### src/rtl/isr_pkg.sv
package isr_pkg;
    localparam int REG_W  = 8;
    localparam int STEP_W = 3;
    localparam int ADDR_W = 4;
    localparam int STAT_W = REG_W - 1;

    localparam logic [ADDR_W-1:0] A_STAT = 4'd4;
    localparam logic [ADDR_W-1:0] A_INTR = 4'd5;
    localparam logic [ADDR_W-1:0] A_SEQ  = 4'd6;
    localparam logic [ADDR_W-1:0] A_CFG1 = 4'd8;

    localparam int ST_DONE_BIT   = 4;
    localparam int CFG_QUIET_BIT = 6;

    localparam logic [REG_W-1:0]  CAUSE_BUSRST  = 8'h80;
    localparam logic [REG_W-1:0]  CFG1_INIT     = 8'h07;
    localparam logic [STEP_W-1:0] STEP_CMD_DONE = 3'd4;

    typedef enum logic [1:0] {
        OP_NONE    = 2'd0,
        OP_BUSRST  = 2'd1,
        OP_SEL_EN  = 2'd2,
        OP_SEL_DIS = 2'd3
    } host_op_e;

    typedef struct packed {
        logic [REG_W-1:0]  cause;
        logic [STAT_W-1:0] stat;
        logic [STEP_W-1:0] step;
    } isr_state_t;

    function automatic logic op_raises(host_op_e op, logic [REG_W-1:0] cfg);
        return (op == OP_SEL_DIS) || (op == OP_BUSRST && !cfg[CFG_QUIET_BIT]);
    endfunction
endpackage

### src/rtl/isr_irq_ctl.sv
module isr_irq_ctl (
    input  logic clk,
    input  logic rst,
    input  logic soft_rst,
    input  logic raise,
    input  logic clear,
    output logic irq
);
    always_ff @(posedge clk) begin
        if (rst || soft_rst) irq <= 1'b0;
        else if (raise)      irq <= 1'b1;
        else if (clear)      irq <= 1'b0;
    end

    assert_raise_sets_R3: assert property (@(posedge clk) disable iff (rst)
        (raise && !soft_rst) |=> irq);
    assert_hold_R3: assert property (@(posedge clk) disable iff (rst)
        (!raise && !clear && !soft_rst) |=> $stable(irq));
    assert_lower_clears_R6: assert property (@(posedge clk) disable iff (rst)
        (clear && !raise) |=> !irq);
    assert_soft_drop_R10: assert property (@(posedge clk) disable iff (rst)
        soft_rst |=> !irq);
endmodule

### src/rtl/isr_cfg_reg.sv
module isr_cfg_reg
    import isr_pkg::*;
(
    input  logic             clk,
    input  logic             rst,
    input  logic             soft_rst,
    input  logic             we,
    input  logic [REG_W-1:0] wdata,
    output logic [REG_W-1:0] cfg
);
    always_ff @(posedge clk) begin
        if (rst || soft_rst) cfg <= CFG1_INIT;
        else if (we)         cfg <= wdata;
    end

    assert_soft_cfg_R10: assert property (@(posedge clk) disable iff (rst)
        soft_rst |=> (cfg == CFG1_INIT));
    assert_cfg_write_R11: assert property (@(posedge clk) disable iff (rst)
        (we && !soft_rst) |=> (cfg == $past(wdata)));
endmodule

### src/rtl/isr_regs.sv
module isr_regs
    import isr_pkg::*;
(
    input  logic       clk,
    input  logic       rst,
    input  logic       soft_rst,
    input  logic       ev_load,
    input  isr_state_t ev,
    input  host_op_e   op,
    input  logic       intr_rd,
    output isr_state_t st
);
    isr_state_t nxt;

    always_comb begin
        nxt = st;
        if (intr_rd) begin
            nxt.cause             = '0;
            nxt.stat[ST_DONE_BIT] = 1'b0;
            nxt.step              = STEP_CMD_DONE;
        end
        case (op)
            OP_BUSRST:             nxt.cause = CAUSE_BUSRST;
            OP_SEL_EN, OP_SEL_DIS: nxt.cause = '0;
            default: ;
        endcase
        if (ev_load) nxt = ev;
    end

    always_ff @(posedge clk) begin
        if (rst || soft_rst) st <= '0;
        else                 st <= nxt;
    end

    assert_read_side_R5: assert property (@(posedge clk) disable iff (rst)
        (intr_rd && !ev_load && op == OP_NONE && !soft_rst)
        |=> (st.cause == '0 && st.step == STEP_CMD_DONE && !st.stat[ST_DONE_BIT]));
    assert_event_wins_R9: assert property (@(posedge clk) disable iff (rst)
        (ev_load && !soft_rst) |=> (st == $past(ev)));
    assert_busrst_cause_R7: assert property (@(posedge clk) disable iff (rst)
        (op == OP_BUSRST && !ev_load && !soft_rst) |=> (st.cause == CAUSE_BUSRST));
    assert_soft_clear_R10: assert property (@(posedge clk) disable iff (rst)
        soft_rst |=> (st == '0));
endmodule

### src/rtl/isr_unit.sv
module isr_unit
    import isr_pkg::*;
(
    input  logic              clk,
    input  logic              rst,
    input  logic              soft_rst,
    input  logic              ev_load,
    input  logic              ev_raise,
    input  logic [REG_W-1:0]  ev_cause,
    input  logic [STAT_W-1:0] ev_stat,
    input  logic [STEP_W-1:0] ev_step,
    input  logic [1:0]        cmd_op,
    input  logic              lower_req,
    input  logic              rd_en,
    input  logic [ADDR_W-1:0] rd_addr,
    input  logic              cfg_we,
    input  logic [REG_W-1:0]  cfg_wdata,
    output logic [REG_W-1:0]  rd_data,
    output logic              irq_o
);
    host_op_e   op;
    isr_state_t ev, st;
    logic [REG_W-1:0] cfg;
    logic intr_rd, raise, clear;

    assign op      = host_op_e'(cmd_op);
    assign ev      = '{cause: ev_cause, stat: ev_stat, step: ev_step};
    assign intr_rd = rd_en && (rd_addr == A_INTR);
    assign raise   = ev_raise || op_raises(op, cfg);
    assign clear   = intr_rd || lower_req;

    isr_regs u_regs (
        .clk(clk), .rst(rst), .soft_rst(soft_rst), .ev_load(ev_load),
        .ev(ev), .op(op), .intr_rd(intr_rd), .st(st)
    );

    isr_irq_ctl u_irq (
        .clk(clk), .rst(rst), .soft_rst(soft_rst),
        .raise(raise), .clear(clear), .irq(irq_o)
    );

    isr_cfg_reg u_cfg (
        .clk(clk), .rst(rst), .soft_rst(soft_rst),
        .we(cfg_we), .wdata(cfg_wdata), .cfg(cfg)
    );

    always_comb begin
        case (rd_addr)
            A_STAT:  rd_data = {irq_o, st.stat};
            A_INTR:  rd_data = st.cause;
            A_SEQ:   rd_data = {{(REG_W-STEP_W){1'b0}}, st.step};
            A_CFG1:  rd_data = cfg;
            default: rd_data = '0;
        endcase
    end

    assert_busrst_quiet_R7: assert property (@(posedge clk) disable iff (rst)
        (op == OP_BUSRST && cfg[CFG_QUIET_BIT] && !ev_raise && !irq_o && !soft_rst) |=> !irq_o);
    assert_selen_noraise_R8: assert property (@(posedge clk) disable iff (rst)
        (op == OP_SEL_EN && !ev_raise && !irq_o && !soft_rst) |=> !irq_o);
endmodule

### config.mk
export PLATFORM = sky130hd
export DESIGN_NAME = isr_unit
export DESIGN_NICKNAME = d
export VERILOG_FILES = /design/src/rtl/isr_pkg.sv /design/src/rtl/isr_irq_ctl.sv /design/src/rtl/isr_cfg_reg.sv /design/src/rtl/isr_regs.sv /design/src/rtl/isr_unit.sv
export SDC_FILE = /design/constraint.sdc
export NUM_CORES = 1
export LEC_CHECK = 0
export ABC_CLOCK_PERIOD_IN_PS = 1590
export BUFFER_PORTS_ARGS = -buffer_cell sky130_fd_sc_hd__buf_4
export CAP_MARGIN = 30
export CORE_UTILIZATION = 48
export DETAILED_ROUTE_END_ITERATION = 12
export GPL_ROUTABILITY_DRIVEN = 0
export PLACE_DENSITY = 0.78
export SYNTH_ARGS = -nofsm -noshare
export SYNTH_HDL_FRONTEND = slang
export SYNTH_SLANG_ARGS = --single-unit
export TNS_END_PERCENT = 20
### constraint.sdc
create_clock -name clk -period 1.59 [get_ports clk]
set_input_delay 0.318 -clock clk [delete_from_list [all_inputs] [get_ports clk]]
set_output_delay 0.318 -clock clk [all_outputs]
set_load 0.005 [all_outputs]
==> flow_metrics.env <==
export IMPL_cp_startpoint="u_regs.st[12]"
export IMPL_clk_pin_slew_ns=0.14
export IMPL_fmax_mhz=644
export IMPL_cp_cell_sequence="nor2b_4, a22o_1, o2bb2ai_2, buf_4"
export IMPL_crit_buf_inv=1
export IMPL_period_needed_ns=1.55
export IMPL_drive_gt1_share_pct=34.0
export IMPL_synth_nets=183
export IMPL_fp_dieW_um=53.8
export IMPL_switchingPower_mw=0.302
export IMPL_final_util_pct=70.3
export IMPL_criticalPathCategory="reg -> out"
export IMPL_finalClockSkew_ns=0.00434
export IMPL_layout_nets=232
export IMPL_critPathCaptureType="primary output"
export IMPL_slowest_delay_ns=0.35
export IMPL_worstReg2RegEnd="u_regs.st[17]"
export IMPL_grt_pass1_vias=1080
export IMPL_grt_pass1_wl_mm=4.77
export IMPL_initial_core_util_pct=51.6
export IMPL_ys_seq_area_share_pct=41.9
export IMPL_design_core_area_sq_um=2500
export IMPL_worst_path_max_fanout=2
export IMPL_dpl_hpwl_mm=2.18
export IMPL_portBuffers=48
export IMPL_cts_hold_buf=0
export IMPL_n_antenna_cell=0
export IMPL_pwr_share_seq_pct=58.2
export IMPL_post_layout_nonfiller_instances=221
export IMPL_synth_area_per_cell_sq_um=9.01
export IMPL_leakagePower_nw=0.751
export IMPL_grt_remaining_overflow=0
export IMPL_p_sw_share_pct=24.6
export IMPL_p_comb_share_pct=18.0
export IMPL_reg2reg_slack_ns=0.58
export IMPL_clkLatencyLatePin_ns=0.31
export IMPL_dieArea_sq_um=2900
export IMPL_outcome="finished, final reports clean"
export IMPL_ant_nets=0
export IMPL_vias=1238
export IMPL_pin_count=49
export IMPL_drv_cap=0
export IMPL_drt_iter0_drc=37
export IMPL_maxSlewHeadroom_pct=68.2
export IMPL_areaGrowthSynthToFinish_pct=36.4
export IMPL_fin_area_sq_um=1760
export IMPL_crit_end="rd_data[2]"
export IMPL_placed_cells=217
export IMPL_clock_path_buffers=2
export IMPL_crit_path_start_kind="flip-flop"
export IMPL_finalCritPeriodShare_pct=97.6
export IMPL_p_int_mw=0.924
export IMPL_slew_viol_final=0
export IMPL_via_per_inst=5.60
export IMPL_yosysWarnings=0
export IMPL_rr_worst_depth=2
export IMPL_antenna_found_initial=0
export IMPL_rr_startpoint="u_regs.st[17]"
export IMPL_ir_worst_vdd_mv=0.503
export IMPL_pwr_density_cell_nw_per_um2=697
export IMPL_wl_per_cell_um=13.5
export IMPL_slowest_stage="dfxtp_2"
export IMPL_first_pass_iters=4
export IMPL_cts_root_buf="clkbuf_4"
export IMPL_clockPowerShare_pct=23.8
export IMPL_clock_sinks=27
export IMPL_grt_max_degree=32
export IMPL_synth_seq_cells=27
export IMPL_dp_slack_ns=-0.0161
export IMPL_syn_inst=143
export IMPL_synth_cell_area_sq_um=1290
export IMPL_crit_family="flip-flops"
export IMPL_htreeDepth=1
export IMPL_cts_made_buffers=3
export IMPL_routed_wl_mm=2.97
export IMPL_ys_types=27
export IMPL_fp_row_count=18
export IMPL_rsz0062_at_grt="yes"
export IMPL_cts_tree="yes"
export IMPL_finalHoldViolCount=0
export IMPL_worstPathRequired_ns=1.27
export IMPL_placed_area_sq_um=1700
export IMPL_track_usage_pct=22.9
export IMPL_hold_class="in -> reg"
export IMPL_fin_tns_setup_ns=0
export IMPL_setup_viol=0
export IMPL_tightestPinTransition_ns=0.475
export IMPL_setup_slack_ns=0.0382
export IMPL_crit_arrival_ns=1.23
export IMPL_crit_cells=4
export IMPL_die_h_um=53.8
export IMPL_drc=0
==> how the worst min path moves through the flow <==
stage	cells after the start	startpoint	endpoint	slack, ns
final	3	cfg_wdata[0]	u_cfg.cfg[0]	0.21
after global routing	3	cfg_wdata[0]	u_cfg.cfg[0]	0.20
after CTS	3	cfg_wdata[0]	u_cfg.cfg[0]	0.21
after detailed placement	2	u_cfg.cfg[2]	u_cfg.cfg[2]	0.47
after global placement	2	u_cfg.cfg[1]	u_cfg.cfg[1]	0.46
after floorplan	2	u_cfg.cfg[0]	u_cfg.cfg[0]	0.44
==> layout make-up <==
class / count / area (sq um)
clock buffer: 4 / 26.3
fill: 197 / 742
multi-input combinational: 106 / 734
sequential: 27 / 542
tap: 30 / 37.5
timing repair buffer: 54 / 418
==> sequential cells by signal (all words and copies together) (netlist names) <==
signal	count
u_cfg.cfg	8
u_regs.st	18
u_irq.irq	1
==> layer usage <==
layer | track usage (%) | share of wire [%] | vias to the layer above | routed length [um]
li1 | - | - | 616 | -
met1 | 30.3 | 46 | 579 | 1370
met2 | 38.9 | 48 | 41 | 1430
met3 | 2.54 | 5.1 | 2 | 152
met4 | 6.58 | 0.64 | 0 | 19
met5 | 0 | 0 | - | 0
==> per-stage QoR <==
stage                     power, mW  hold WS [ns]
after floorplan               0.826         0.442
after global placement        0.936         0.459
after detailed placement      0.941         0.467
after CTS                      1.22         0.207
after global routing           1.29         0.196
final                          1.23         0.213
==> what timing repair did <==
| item | CTS | global route |
|---|---|---|
| pin swaps | 0 | 3 |
| resized for setup | 1 | 7 |
| setup buffers | 0 | 0 |
| cloned | 0 | 0 |
| setup endpoints to repair | 1 | 3 |
==> power groups by stage <==
stage / combinational (mW) / clock, mW / sequential [mW]
6_report: 0.221 / 0.292 / 0.713
2_1_floorplan: 0.103 / 0 / 0.724
5_1_grt: 0.241 / 0.333 / 0.716
4_1_cts: 0.215 / 0.296 / 0.713
3_3_place_gp: 0.209 / 0 / 0.727
3_5_place_dp: 0.214 / 0 / 0.727
==> worst min-delay path, stage by stage <==
cell,delay (ns)
buf_4,0.08
mux2i_1,0.05
nand2_1,0.06
==> cell usage after synthesis <==
cell / number / area share (%)
nor2_1: 14 / 4.1
o311a_1: 1 / 0.78
a21oi_1: 1 / 0.39
buf_2: 5 / 1.9
nor2b_1: 4 / 1.9
o211ai_1: 2 / 1.2
dfxtp_1: 27 / 42
clkbuf_1: 4 / 1.2
a22o_1: 1 / 0.68
nand3_1: 14 / 5.4
o22ai_1: 1 / 0.49
nor3b_1: 1 / 0.58
mux2i_1: 19 / 15
nand3b_1: 4 / 2.3
or4b_4: 1 / 1.1
or2_0: 1 / 0.49
nand4b_1: 7 / 4.8
a22oi_1: 4 / 2.3
nor4b_2: 1 / 1.2
nand2_1: 8 / 2.3
o2bb2ai_1: 1 / 0.68
nand2b_1: 3 / 1.5
o21ai_0: 15 / 5.8
and3_1: 1 / 0.49
buf_1: 1 / 0.29
o22ai_2: 1 / 0.97
or2_2: 1 / 0.49
==> cell families after synthesis <==
logic type | share of synthesized area, %
mux | 14.8
compound gates | 13.3
flops | 41.9
buf+inv | 3.40
simple gates | 26.6
==> layout by cell type (no fill, tap or decap), drive strengths merged, types with 3 or more instances in the layout <==
cell type and n:
a22oi 4, buf 54, clkbuf 4, dfxtp 27, mux2i 19, nand2 8, nand2b 3, nand3 14
nand3b 4, nand4b 7, nor2 14, nor2b 4, o21ai 15
Note: power is estimated with default switching activity, not from simulation.
